## src/rtl/rsc_pkg.sv

```systemverilog
package rsc_pkg;

    localparam int NUM_CH = 4;

    // least nonnegative residue of v modulo m
    function automatic int mod_norm(input int v, input int m);
        int r;
        r = v % m;
        if (r < 0) r = r + m;
        return r;
    endfunction

endpackage

```

## src/rtl/rsc_term_lut.sv

```systemverilog
// Per-channel lookup of the weighted top digit, with and without the
// negative ring correction, plus reduction of the lower digit.
module rsc_term_lut #(
    parameter int CH_MOD = 27,
    parameter int MUL_K  = 31,
    parameter int CORR   = 0,
    parameter int RES_W  = 5
) (
    input  logic [RES_W-1:0] hi_digit,
    input  logic [RES_W-1:0] lo_digit,
    output logic [RES_W-1:0] term_pos,
    output logic [RES_W-1:0] term_neg,
    output logic [RES_W-1:0] lo_red
);
    localparam int DEPTH = 2 ** RES_W;

    logic [RES_W-1:0] tbl_pos [DEPTH];
    logic [RES_W-1:0] tbl_neg [DEPTH];
    logic [RES_W-1:0] tbl_lo  [DEPTH];

    for (genvar d = 0; d < DEPTH; d++) begin : g_tbl
        assign tbl_pos[d] = RES_W'((d * MUL_K) % CH_MOD);
        assign tbl_neg[d] = RES_W'((d * MUL_K + CORR) % CH_MOD);
        assign tbl_lo[d]  = RES_W'(d % CH_MOD);
    end

    assign term_pos = tbl_pos[hi_digit];
    assign term_neg = tbl_neg[hi_digit];
    assign lo_red   = tbl_lo[lo_digit];
endmodule

```

## src/rtl/rsc_mod_adder.sv

```systemverilog
// Two-operand modulo adder for operands already below CH_MOD.
module rsc_mod_adder #(
    parameter int CH_MOD = 27,
    parameter int RES_W  = 5
) (
    input  logic [RES_W-1:0] op_a,
    input  logic [RES_W-1:0] op_b,
    output logic [RES_W-1:0] sum
);
    localparam logic [RES_W:0] MOD_W = (RES_W+1)'(CH_MOD);

    logic [RES_W:0] raw;

    always_comb begin
        raw = {1'b0, op_a} + {1'b0, op_b};
        if (raw >= MOD_W) raw = raw - MOD_W;
        sum = raw[RES_W-1:0];
    end
endmodule

```

## src/rtl/rsc_channel.sv

```systemverilog
// One residue channel: table stage, then modulo add and sign select.
module rsc_channel
    import rsc_pkg::*;
#(
    parameter int CH_MOD = 27,
    parameter int MOD3   = 31,
    parameter int MOD4   = 32,
    parameter int RES_W  = 5
) (
    input  logic             clk,
    input  logic             rst_n,
    input  logic             ld_s1,
    input  logic             ld_s2,
    input  logic [RES_W-1:0] a3,
    input  logic [RES_W-1:0] a4,
    input  logic             neg,
    output logic [RES_W-1:0] res
);
    localparam int RANGE_Q = MOD3 * MOD4;
    localparam int CORR    = mod_norm(-RANGE_Q, CH_MOD);

    typedef struct packed {
        logic [RES_W-1:0] term_pos;
        logic [RES_W-1:0] term_neg;
        logic [RES_W-1:0] lo;
        logic             neg;
    } s1_t;

    typedef struct packed {
        s1_t              s1;
        logic [RES_W-1:0] res;
    } st_t;

    st_t st_d, st_q;

    logic [RES_W-1:0] lut_pos, lut_neg, lut_lo;
    logic [RES_W-1:0] sum_pos, sum_neg;

    rsc_term_lut #(.CH_MOD(CH_MOD), .MUL_K(MOD3), .CORR(CORR), .RES_W(RES_W)) u_lut (
        .hi_digit (a4),
        .lo_digit (a3),
        .term_pos (lut_pos),
        .term_neg (lut_neg),
        .lo_red   (lut_lo)
    );

    rsc_mod_adder #(.CH_MOD(CH_MOD), .RES_W(RES_W)) u_add_pos (
        .op_a (st_q.s1.term_pos),
        .op_b (st_q.s1.lo),
        .sum  (sum_pos)
    );

    rsc_mod_adder #(.CH_MOD(CH_MOD), .RES_W(RES_W)) u_add_neg (
        .op_a (st_q.s1.term_neg),
        .op_b (st_q.s1.lo),
        .sum  (sum_neg)
    );

    always_comb begin
        st_d = st_q;
        if (ld_s1) begin
            st_d.s1.term_pos = lut_pos;
            st_d.s1.term_neg = lut_neg;
            st_d.s1.lo       = lut_lo;
            st_d.s1.neg      = neg;
        end
        if (ld_s2) begin
            st_d.res = st_q.s1.neg ? sum_neg : sum_pos;
        end
    end

    always_ff @(posedge clk) begin
        if (!rst_n) st_q <= '0;
        else        st_q <= st_d;
    end

    assign res = st_q.res;

    // a freshly loaded result is always a proper residue
    assert_res_in_range_R7: assert property (@(posedge clk) disable iff (!rst_n)
        ld_s2 |=> (int'(res) < CH_MOD));

    // negative candidate is offset from the nonnegative one by -M/K mod m
    assert_neg_offset_R4: assert property (@(posedge clk) disable iff (!rst_n)
        ld_s2 |-> (((int'(sum_neg) + CH_MOD - int'(sum_pos)) % CH_MOD) == CORR));
endmodule

```

## src/rtl/residue_scaler.sv

```systemverilog
module residue_scaler
    import rsc_pkg::*;
#(
    parameter int MOD1  = 27,
    parameter int MOD2  = 29,
    parameter int MOD3  = 31,
    parameter int MOD4  = 32,
    parameter int RES_W = 5
) (
    input  logic                    clk,
    input  logic                    rst_n,
    input  logic                    in_valid,
    input  logic [RES_W-1:0]        in_a3,
    input  logic [RES_W-1:0]        in_a4,
    input  logic                    in_neg,
    output logic                    out_valid,
    output logic [NUM_CH*RES_W-1:0] out_res
);
    localparam int CH_MODS [NUM_CH] = '{MOD1, MOD2, MOD3, MOD4};
    localparam int SIGN_TH = MOD4 / 2;

    typedef struct packed {
        logic v1;
        logic v2;
    } vpipe_t;

    vpipe_t vp_d, vp_q;

    always_comb begin
        vp_d    = vp_q;
        vp_d.v1 = in_valid;
        vp_d.v2 = vp_q.v1;
    end

    always_ff @(posedge clk) begin
        if (!rst_n) vp_q <= '0;
        else        vp_q <= vp_d;
    end

    for (genvar g = 0; g < NUM_CH; g++) begin : g_ch
        rsc_channel #(
            .CH_MOD (CH_MODS[g]),
            .MOD3   (MOD3),
            .MOD4   (MOD4),
            .RES_W  (RES_W)
        ) u_ch (
            .clk   (clk),
            .rst_n (rst_n),
            .ld_s1 (in_valid),
            .ld_s2 (vp_q.v1),
            .a3    (in_a3),
            .a4    (in_a4),
            .neg   (in_neg),
            .res   (out_res[g*RES_W +: RES_W])
        );
    end

    assign out_valid = vp_q.v2;

    // two-cycle latency of the valid flag
    assert_valid_latency_R2: assert property (@(posedge clk) disable iff (!rst_n)
        in_valid |-> ##2 out_valid);
    assert_no_spurious_valid_R2: assert property (@(posedge clk) disable iff (!rst_n)
        !in_valid |-> ##2 !out_valid);

    // result held while nothing new is valid
    assert_hold_R2: assert property (@(posedge clk) disable iff (!rst_n)
        !out_valid |-> $stable(out_res));

    // sign flag agrees with the upper half of the top digit
    assert_sign_consistent_R8: assert property (@(posedge clk) disable iff (!rst_n)
        in_valid |-> (in_neg == (int'(in_a4) >= SIGN_TH)));

    // the modulus-31 channel reproduces the a3 digit
    assert_m3_passthru_R6: assert property (@(posedge clk) disable iff (!rst_n)
        out_valid |-> (out_res[2*RES_W +: RES_W] == $past(in_a3, 2)));
endmodule

```

## config.mk

```make
export PLATFORM = sky130hd
export DESIGN_NAME = residue_scaler
export DESIGN_NICKNAME = d
export VERILOG_FILES = /design/src/rtl/rsc_pkg.sv /design/src/rtl/rsc_term_lut.sv /design/src/rtl/rsc_mod_adder.sv /design/src/rtl/rsc_channel.sv /design/src/rtl/residue_scaler.sv
export SDC_FILE = /design/constraint.sdc
export NUM_CORES = 1
export LEC_CHECK = 0
export BUFFER_PORTS_ARGS = -buffer_cell sky130_fd_sc_hd__buf_2
export CAP_MARGIN = 10
export CORE_AREA = 8 8 182 98
export CTS_CLUSTER_SIZE = 16
export DETAILED_ROUTE_END_ITERATION = 12
export DIE_AREA = 0 0 190 106
export PLACE_DENSITY_LB_ADDON = 0.25
export REMOVE_ABC_BUFFERS = 1
export SYNTH_ARGS = -nofsm -noshare
export SYNTH_HDL_FRONTEND = slang
export SYNTH_SLANG_ARGS = --single-unit
```

## constraint.sdc

```tcl
create_clock -name clk -period 4.2 [get_ports clk]
set_input_delay 0.63 -clock clk [delete_from_list [all_inputs] [get_ports clk]]
set_output_delay 0.63 -clock clk [all_outputs]
set_load 0.01 [all_outputs]
```

### Word-level counts from Yosys, hierarchy flattened

Memory sizes are Yosys's and may differ from the RTL's. A register that Yosys moved wholly into a read port is not among the register bits.
Index checks and enable logic that the tools add are counted.
W data, S select, Z words.

| storage, ports and cells | value |
|---|---|
| logic and storage cells | 55 |
| ROM bits | 1600 |
| output and inout port bits | 21 |
| register bits | 23 |
| memories | 10 |
| bits of input ports | 14 |
| bits in latches | 0 |
| memory bits (writable) | 0 |

| cells by class | value |
|---|---|
| div/mod/pow operators | 0 |
| $add $sub $neg | 12 |
| muxes and demuxes | 8 |
| magnitude comparators | 6 |
| multipliers | 0 |
| bitwise gates (word level) | 2 |
| reduce and logical (&&, ||, !) cells | 10 |
| shifts and indexed selects | 0 |
| eq/ne operators | 0 |

Memory list:

| memory | depth | width | read ports | clocked after memory_dff | wr ports | line | source |
|---|---|---|---|---|---|---|---|
| (name not given) | 32 | 5 | 1 | 1 | 0 | rsc_term_lut.sv:29 | `assign lo_red = tbl_lo[lo_digit];` |
| (name not given) | 32 | 5 | 1 | 1 | 0 | rsc_term_lut.sv:29 |  |
| (name not given) | 32 | 5 | 1 | 1 | 0 | rsc_term_lut.sv:29 |  |
| (name not given) | 32 | 5 | 1 | 1 | 0 | rsc_term_lut.sv:28 | `assign term_neg = tbl_neg[hi_digit];` |
| (name not given) | 32 | 5 | 1 | 1 | 0 | rsc_term_lut.sv:28 |  |
| (name not given) | 32 | 5 | 1 | 1 | 0 | rsc_term_lut.sv:27 | `assign term_pos = tbl_pos[hi_digit];` |
| 4 more memories | -- | -- | -- | -- | -- | -- |  |

Operator list:

| operator | count |
|---|---|
| $mux W5 | 8 |
| $add A5 B5 Y6 | 6 |
| $ge A6 B5 Y1 const B | 5 |
| $sub A5 B5 Y5 const B | 5 |
| $not A5 Y6 | 2 |
| $logic_not A1 Y1 | 10 |
| $ge A6 B6 Y1 const B | 1 |
| $sub A5 B1 Y5 const B | 1 |

### Logic depth before layout (Yosys ltp)

Gate-level depths: netlist of the first run.

| depth | value |
|---|---|
| depth in word-level cells | 4 |
| mapped depth | 11 |
| mapped depth without buffers | 10 |

### By module

Synthesis of the first run repeated with hierarchy kept, for this count alone.

| unflattened totals | value |
|---|---|
| cells, all modules | 792 |
| area total of the unflattened synthesis | 7370.8 um2 |

Modules (own cells, without submodules):

| module | cells an instance | area an instance (um2) | times used | seq. area each (um2) |
|---|---|---|---|---|
| rsc_channel | 79 | 865.8 | 4 | 420.4 |
| rsc_term_lut (g_ch[0].u_ch.u_lut) | 85 | 721.9 | 1 | 0.0 |
| rsc_mod_adder (g_ch[1].u_ch.u_add_neg ...) | 46 | 357.8 | 2 | 0.0 |
| rsc_mod_adder (g_ch[0].u_ch.u_add_neg ...) | 44 | 356.6 | 2 | 0.0 |
| rsc_mod_adder (g_ch[2].u_ch.u_add_neg ...) | 39 | 331.6 | 2 | 0.0 |
| rsc_term_lut (g_ch[1].u_ch.u_lut) | 61 | 450.4 | 1 | 0.0 |
| rsc_mod_adder (g_ch[3].u_ch.u_add_neg ...) | 13 | 133.9 | 2 | 0.0 |
| rsc_term_lut (g_ch[3].u_ch.u_lut) | 23 | 180.2 | 1 | 0.0 |
| rsc_term_lut (g_ch[2].u_ch.u_lut) | 19 | 142.6 | 1 | 0.0 |
| residue_scaler | 4 | 52.6 | 1 | 40.0 |

### Worst setup path after synthesis of the first run

Ideal clock, no wire load.

| path | value |
|---|---|
| kind | input port to flip-flop |
| start | in in_a4[0] |
| end | reg g_ch[0].u_ch.st_q[20] (netlist name) |
| path slack | 1775 ps |
| stages on the path | 9 |
| data required time | 4072 ps |
| arrival time | 2297 ps |
| library setup time | 128 ps |
| cells stage by stage | clkbuf_1 -> inv_1 -> ha_1 -> clkbuf_1 -> nor2_1 -> a21oi_1 -> mux4_2 -> mux2i_1 -> nor2_1 |

| between the ends | value |
|---|---|
| longest elaborated chain between the ends | 1 |

Ends and longest elaborated chain:

| item | line | source |
|---|---|---|
| start, declared | residue_scaler.sv:14 | `input logic [RES_W-1:0] in_a4,` |
| $not A5 Y6 (not written as such) | rsc_term_lut.sv:27 |  |

Every way passes these cells.
A chain may end at the register's enable or synchronous reset.

### Worst setup path after layout of the first run

| path | value |
|---|---|
| start | reg g_ch[0].u_ch.st_q[7] (netlist name) |
| end | reg g_ch[0].u_ch.st_q, in the netlist g_ch[0].u_ch.res[4] |

| between the ends | value |
|---|---|
| longest elaborated chain between the ends | 4 |
| elaborated cells on any way between the ends | 9 |

Ends and longest elaborated chain:

| item | line | source |
|---|---|---|
| $add A5 B5 Y6 | rsc_mod_adder.sv:15 | `raw = {1'b0, op_a} + {1'b0, op_b};` |
| $sub A5 B5 Y5 or $ge A6 B5 Y1 (tied branches) | rsc_mod_adder.sv:16 | `if (raw >= MOD_W) raw = raw - MOD_W;` |
| $mux W5 | rsc_mod_adder.sv:16 |  |
| $mux W5 * | rsc_channel.sv:68 | `st_d.res = st_q.s1.neg ? sum_neg : sum_pos;` |
| end signal, assigned | rsc_channel.sv:74 | `else st_q <= st_d;` |
| end, declared | rsc_channel.sv:34 | `st_t st_d, st_q;` |

Mark *: on every way between the ends. The rest lies on a longest branch, timed or not.

==> reports/results.txt, run 1 <==
most area-hungry cell type in the Yosys netlist -> sky130_fd_sc_hd__dfxtp_1
setup TNS -> 0 ns
area share of the largest cell type after synthesis -> 26.10%
Buffers on Ports -> 34
Post-CTS Hold Fix Bufs -> 0
Syn-to-layout area delta -> 8.493%
total chip power -> 1.955 mW
worst hold-check path type -> reg2reg
number of cells in the finished layout apart from fillers -> 833
clock period minus worst slack -> 2.681 ns
Final Util -> 36.35%
max-slew violation count -> 0
end of the worst hold path -> g_ch[2].u_ch.res[4]$_SDFFE_PN0P_
PwrDens -> 345.6 nW/um^2
minimum setup slack among reg-to-reg paths -> 1.52 ns
routing usage on met2 -> 18.28%
buffer and inverter count on the worst path -> 1
predominant post-synthesis flop cell -> sky130_fd_sc_hd__dfxtp_1
Crit path arrival time -> 2.85 ns
die width -> 190 microns
Sinks on Clock Net -> 68
post-detailed-route count of antenna-violating nets -> 0
number of diodes added for antenna fixing -> 0
number of enable flip-flop cells after synthesis -> 0
Max-cap violations -> 0
total core area -> 15,570 sq um
crit-path cells -> inv_1 -> fa_1 -> nand2b_1 -> a21oi_1 -> xor2_1 -> and3b_1 -> nor3_1 -> a2111oi_2
CP max FO -> 8
Final Worst Setup Slack -> 1.519 ns
Chip Height -> 106 microns
number of failing setup endpoints in the final timing report -> 0
total clock buffers created by CTS -> 9
Root Buffer -> sky130_fd_sc_hd__clkbuf_16
DP Area -> 5354 sq um
unrepaired setup endpoints after global routing -> false
Worst Reg2Reg Path Length in Cells -> 8
maximum number of pins on one net before global-route repair -> 56
worst min-delay path startpoint -> g_ch[2].u_ch.res[4]$_SDFFE_PN0P_
number of violations reported at the end of detailed-routing iteration 0 -> 295
Clock Pin Slew Worst Setup and Hold Paths -> 0.06 ns
# resized after CTS -> 0
post-synthesis sequential element count -> 68
Row Count -> 33
total standard cell area after synthesis -> 5215 sq um
outcome -> completed
pre-CTS setup slack -> 1.561 ns
CP endpoint kind -> flop
cell type group with the largest total delay on the critical path -> simple AND/OR/NAND/NOR gates
worst voltage drop across the vdd grid -> 0.1854 mV
gpl congestion -> 0.8868
maximum clock frequency -> 0.3730 GHz
area of the die -> 20,140 sq um
placed insts -> 817
standby leakage power -> 2.429 nW
DRC violations left -> 0
met3 Track Usage GR -> 3.137%
initial core utilization -> 33.50%
antenna violations before repair -> 0
ranking of synthesized cells by area -> sky130_fd_sc_hd__dfxtp_1 (26%), sky130_fd_sc_hd__ha_1 (11%), sky130_fd_sc_hd__mux2i_1 (8.1%), sky130_fd_sc_hd__nor2_1 (5.3%), sky130_fd_sc_hd__a21oi_1 (4.0%)
Gate Count Post-Synth -> 628
critical path launch point type -> flop
data required time at the worst endpoint -> 4.37 ns
# nets final -> 684
vias per std cell -> 5.245
count of cell types in the netlist -> 65
Synth async-reset ratio -> 0%
wire length of the first global-routing pass -> 22,110 microns
share of post-route cells with drive strength above 1 -> 11.56%
total I/O pin count -> 35
Worst-Skew Late Latency -> 0.33 ns
max-slew headroom at the worst pin -> 32.69%
biggest cell delay along the critical path -> 0.51 ns
worst setup path category -> reg2reg
largest buffer count on any clock path -> 2
measured slew at the worst slew-check pin -> 1.008 ns
clock tree from TritonCTS -> yes
instance count along the most critical hold path -> 2
number of search-and-repair iterations in the first detailed-routing pass -> 5
final hold slack -> 0.4632 ns
slowest cell on the critical path -> sky130_fd_sc_hd__xor2_1
critical register-to-register path endpoint -> g_ch[0].u_ch.res[4]$_SDFFE_PN0P_
count of synthesis-stage warnings from yosys -> 0
detail-routed net length per standard cell -> 15.88 microns
global-route total usage across every layer -> 13.48%
Setup Fix Bufs, Post-CTS -> 0
met1 usage -> 20.87%
mean instance size in the synthesized netlist -> 8.304 sq um
maximum level of the CTS H-tree -> 3
Reg-to-Reg Start -> g_ch[0].u_ch.st_q[7]$_SDFFE_PN0P_
Hold Fails Final Rpt -> 0
vias in the first global route -> 4,158
Finished Cell Area -> 5658 sq um
total number of vias -> 4,369
global-route layer with the greatest usage -> met1
share of the yosys chip area belonging to registers -> 26.10%
half-perimeter wire length after detailed placement -> 9925 microns
final critical-path share of the clock period -> 63.83%
Routed Wire Length -> 13,230 microns
Fin Clk Skew -> 0.004670 ns
overall overflow remaining after global route -> 0
-- layout by cell type (no fill, tap or decap), types with 3 or more instances in the layout --
master / instances
sky130_fd_sc_hd__a211o_1: 4
sky130_fd_sc_hd__a211oi_1: 14
sky130_fd_sc_hd__a21o_1: 9
sky130_fd_sc_hd__a21oi_1: 42
sky130_fd_sc_hd__a31oi_1: 12
sky130_fd_sc_hd__and2_1: 4
sky130_fd_sc_hd__and3_1: 4
sky130_fd_sc_hd__buf_2: 34
sky130_fd_sc_hd__buf_4: 3
sky130_fd_sc_hd__clkbuf_16: 9
sky130_fd_sc_hd__dfxtp_1: 68
sky130_fd_sc_hd__fa_1: 5
sky130_fd_sc_hd__ha_1: 47
sky130_fd_sc_hd__inv_1: 30
sky130_fd_sc_hd__mux2i_1: 42
sky130_fd_sc_hd__mux4_2: 7
sky130_fd_sc_hd__nand2_1: 38
sky130_fd_sc_hd__nand2b_1: 21
sky130_fd_sc_hd__nand3_1: 16
sky130_fd_sc_hd__nand3b_1: 4
sky130_fd_sc_hd__nand4_1: 6
sky130_fd_sc_hd__nor2_1: 74
sky130_fd_sc_hd__nor2b_1: 9
sky130_fd_sc_hd__nor3_1: 8
sky130_fd_sc_hd__o211ai_1: 10
sky130_fd_sc_hd__o21ai_0: 26
sky130_fd_sc_hd__o221ai_1: 3
sky130_fd_sc_hd__o311ai_0: 3
sky130_fd_sc_hd__xnor2_1: 13
sky130_fd_sc_hd__xor2_1: 12
-- cells in the mapped netlist (all sizes together) (2+ instances only) --
cell	n
a211o	4
xnor2	14
o22ai	2
xor2	12
nor2	75
nand2	39
nand3	16
nand2b	21
nor2b	9
ha	47
o311ai	3
fa	5
inv	32
and3	5
a41oi	3
a21oi	43
a2111oi	3
a2111o	2
a31oi	12
mux4	7
a311oi	2
a211oi	15
o221ai	3
o211ai	10
nor3	8
a21o	9
buf	35
o31ai	2
nand4	6
clkbuf	23
mux2i	42
dfxtp	68
o21ai	28
nand3b	4
and2	4
or2	2
-- worst max path at each step --
stage	from	endpoint	slack, ns	cells past startpoint
after floorplan	g_ch[0].u_ch.st_q[6]$_SDFFE_PN0P_	g_ch[0].u_ch.res[1]$_SDFFE_PN0P_	1.94	10
after global placement	g_ch[0].u_ch.st_q[6]$_SDFFE_PN0P_	g_ch[0].u_ch.res[4]$_SDFFE_PN0P_	1.67	9
after detailed placement	g_ch[0].u_ch.st_q[6]$_SDFFE_PN0P_	g_ch[0].u_ch.res[4]$_SDFFE_PN0P_	1.56	9
after CTS	g_ch[0].u_ch.st_q[6]$_SDFFE_PN0P_	g_ch[0].u_ch.res[4]$_SDFFE_PN0P_	1.54	9
after global routing	g_ch[0].u_ch.st_q[7]$_SDFFE_PN0P_	g_ch[0].u_ch.res[3]$_SDFFE_PN0P_	1.31	8
final	g_ch[0].u_ch.st_q[7]$_SDFFE_PN0P_	g_ch[0].u_ch.res[4]$_SDFFE_PN0P_	1.52	8
-- report_power, final --
group,switching [mW],leakage [nW],internal [mW]
clock network,0.285,0.149,0.490
registers,0.0362,0.560,0.689
logic,0.273,1.72,0.182
total,0.595,2.43,1.36
-- tightest hold or removal path: cells and delay by family, from the launching register on --
| family | cells | cell delay, ns |
|---|---|---|
| flops | 1 | 0.30 |
| compound gates | 1 | 0.05 |
| simple gates | 1 | 0.06 |
-- cell type report --
cell class	instances	area [sq um]
flip-flops and latches	68	1361
inverters	33	123.9
clock buffers	12	256.5
clock inverters	4	47.55
well taps	210	262.8
repair buffers	37	192.7
fillers	1598	9908
multi-input cells	469	3413
-- registers in the layout, indices dropped and copies added (netlist names) --
signal and count:
g_ch.u_ch.st_q 46, g_ch.u_ch.res 20, out_valid 1, vp_d 1
-- kinds of logic (layout without fill, tap and decap cells) --
family	Yosys count	count (layout)	share of synthesized area [%]
simple gates	192	192	17.42
fa+ha+maj	52	52	13.20
mux	50	50	11.30
flops	68	68	26.10
xor+xnor	26	26	4.511
compound gates	149	149	19.03
buf+inv	91	86	8.445
-- metal layers --
metal	up-vias	routed length (microns)	share of wire (%)
met5	-	0	0
met4	0	96	0.73
met3	12	552	4.2
met2	89	5114	39
met1	2081	7466	56
li1	2187	-	-
Power figures use the tool's default switching activity.
==> inputs of run 2 (changes only) <==
==> constraint.sdc (replaced) <==
create_clock -name clk -period 2.5 [get_ports clk]
set_input_delay 0.375 -clock clk [delete_from_list [all_inputs] [get_ports clk]]
set_output_delay 0.375 -clock clk [all_outputs]
set_load 0.01 [all_outputs]
==> reports/results.txt, run 2 (synthesis gave the netlist of run 1 again) <==
clock tree from TritonCTS -> yes
antenna violations before repair -> 0 (unchanged)
die width -> 190 microns (unchanged)
half-perimeter wire length after detailed placement -> 10,470 microns (+5.5%)
register with the highest flop count -> g_ch.u_ch.st_q
share of post-route cells with drive strength above 1 -> 16.09% (+4.5 points)
Row Count -> 33 (unchanged)
share of power burned in combinational logic -> 25.5% (+2.3 points)
detail-routed net length per standard cell -> 16.06 microns (+1.1%)
crit-path cells -> ha_1 -> inv_1 -> fa_2 -> inv_1 -> ha_1 -> nand2b_4 -> and3_4 -> a2111o_1 -> nand4_1 -> a21oi_1
DRC violations left -> 0 (unchanged)
max-slew headroom at the worst pin -> 40.98% (+8.3 points)
maximum number of pins on one net before global-route repair -> 45 (-20%)
data required time at the worst endpoint -> 2.70 ns (-1.67 ns)
worst hold-check path type -> in2reg
number of diodes added for antenna fixing -> 0 (unchanged)
CP max FO -> 7 (-1)
commonest cells after routing, fill and taps aside -> sky130_fd_sc_hd__nor2_1 (74), sky130_fd_sc_hd__dfxtp_1 (66), sky130_fd_sc_hd__ha_1 (46)
global-route total usage across every layer -> 13.85% (+0.37 points)
final hold slack -> 0.2784 ns (-0.1848 ns)
sequential share of power -> 37.8% (+0.7 points)
Buffers on Ports -> 34 (unchanged)
Crit path arrival time -> 2.60 ns (-0.25 ns)
worst voltage drop across the vdd grid -> 0.2787 mV (+50%)
gpl congestion -> 0.8846 (-0.25%)
number of search-and-repair iterations in the first detailed-routing pass -> 4 (-1)
measured slew at the worst slew-check pin -> 0.8840 ns (-0.1241 ns)
standby leakage power -> 2.503 nW (+3.1%)
worst setup path category -> reg2reg
total core area -> 15,570 sq um (unchanged)
total clock buffers created by CTS -> 9 (unchanged)
Fin Clk Skew -> 0.005109 ns (+0.0004397 ns)
initial core utilization -> 33.50% (unchanged)
biggest cell delay along the critical path -> 0.53 ns (+0.02 ns)
maximum clock frequency -> 0.4167 GHz (+12%)
outcome -> completed
total number of vias -> 4,403 (+0.78%)
total chip power -> 3.232 mW (+65%)
total I/O pin count -> 35 (unchanged)
area of the die -> 20,140 sq um (unchanged)
vias in the first global route -> 4,152 (-0.14%)
number of failing setup endpoints in the final timing report -> 0 (unchanged)
overall overflow remaining after global route -> 0 (unchanged)
final critical-path share of the clock period -> 95.99% (+32 points)
Int Pwr -> 2.178 mW (+60%)
Max-cap violations -> 0 (unchanged)
DP Area -> 5494 sq um (+2.6%)
maximum level of the CTS H-tree -> 3 (unchanged)
Setup Fix Bufs, Post-CTS -> 0 (unchanged)
Root Buffer -> sky130_fd_sc_hd__clkbuf_16
# nets final -> 701 (+2.5%)
CP endpoint kind -> flop
Sinks on Clock Net -> 68 (unchanged)
switching power total -> 1.054 mW (+77%)
Worst-Skew Late Latency -> 0.34 ns (about the same)
most common library cell in the layout ignoring fill and taps -> sky130_fd_sc_hd__nor2_1
Chip Height -> 106 microns (unchanged)
clock power share -> 36.7% (-3.0 points)
number of violations reported at the end of detailed-routing iteration 0 -> 370 (+25%)
wire length of the first global-routing pass -> 22,360 microns (+1.1%)
largest buffer count on any clock path -> 2 (unchanged)
Hold Fails Final Rpt -> 0 (unchanged)
Finished Cell Area -> 5824 sq um (+2.9%)
max FFs per register -> 46 (unchanged)
Routed Wire Length -> 13,650 microns (+3.2%)
Post-CTS Hold Fix Bufs -> 0 (unchanged)
vias per std cell -> 5.180 (-1.2%)
Syn-to-layout area delta -> 11.68%
slowest cell on the critical path -> sky130_fd_sc_hd__fa_2
Sw Share -> 32.60% (+2.2 points)
critical path launch point type -> flop
PwrDens -> 554.9 nW/um^2 (+61%)
clock period minus worst slack -> 2.400 ns (-0.2812 ns)
max-slew violation count -> 0 (unchanged)
Clock Pin Slew Worst Setup and Hold Paths -> 0.06 ns (about the same)
# resized after CTS -> 0 (unchanged)
post-detailed-route count of antenna-violating nets -> 0 (unchanged)
-- run 2: final cells by class --
type	count	area (sq um)
Timing Repair Buffer	54	332.8
Fill cell	1580	9742
Clock inverter	7	51.30
Sequential cell	68	1364
Tap cell	210	262.8
Multi-Input combinational cell	469	3465
Inverter	33	123.9
Clock buffer	9	225.2
-- run 2: critical path, delay by kind of cell (launching register included) --
| kind | cells | cell delay [ns] |
|---|---|---|
| flops | 1 | 0.34 |
| buf+inv | 2 | 0.12 |
| fa+ha+maj | 3 | 0.93 |
| simple gates | 3 | 0.43 |
| compound gates | 2 | 0.46 |
-- run 2: metal layers --
metal  share of wire, %  track usage [%]
met1                 57            21.58
met2                 37            18.15
met3                4.7            3.431
met4               0.93            3.385
met5                  0                0
-- run 2: power by group through the flow --
stage	sequential [mW]	combinational, mW	clock [mW]
final	1.22	0.825	1.19
after floorplan	1.23	0.517	0
after global placement	1.24	0.778	0
after global routing	1.23	0.924	1.27
after CTS	1.22	0.802	1.22
after detailed placement	1.24	0.797	0
-- run 2: worst paths after layout --
path,start,end,slack (ns),cells after the start
min,in_neg,g_ch[2].u_ch.st_q[5]$_SDFFE_PN0P_,0.28,3
max,g_ch[0].u_ch.st_q[6]$_SDFFE_PN0P_,g_ch[0].u_ch.res[2]$_SDFFE_PN0P_,0.10,10
min reg2reg,g_ch[2].u_ch.res[4]$_SDFFE_PN0P_,g_ch[2].u_ch.res[4]$_SDFFE_PN0P_,0.47,2
max reg2reg,g_ch[0].u_ch.st_q[6]$_SDFFE_PN0P_,g_ch[0].u_ch.res[2]$_SDFFE_PN0P_,0.10,10
-- run 2: per-stage QoR --
| stage | util, % | TNS [ns] | setup slack [ns] | cells |
|---|---|---|---|---|
| 3_5_place_dp | 35.29 | 0 | 0.08143 | 834 |
| 4_1_cts | 37.07 | 0 | 0.06237 | 850 |
| 3_3_place_gp | 35.29 | 0 | 0.1422 | 834 |
| 6_report | 37.42 | 0 | 0.1003 | 850 |
| 2_1_floorplan | - | 0 | 0.2359 | 570 |
| 5_1_grt | 37.42 | -0.006675 | -0.004044 | 850 |
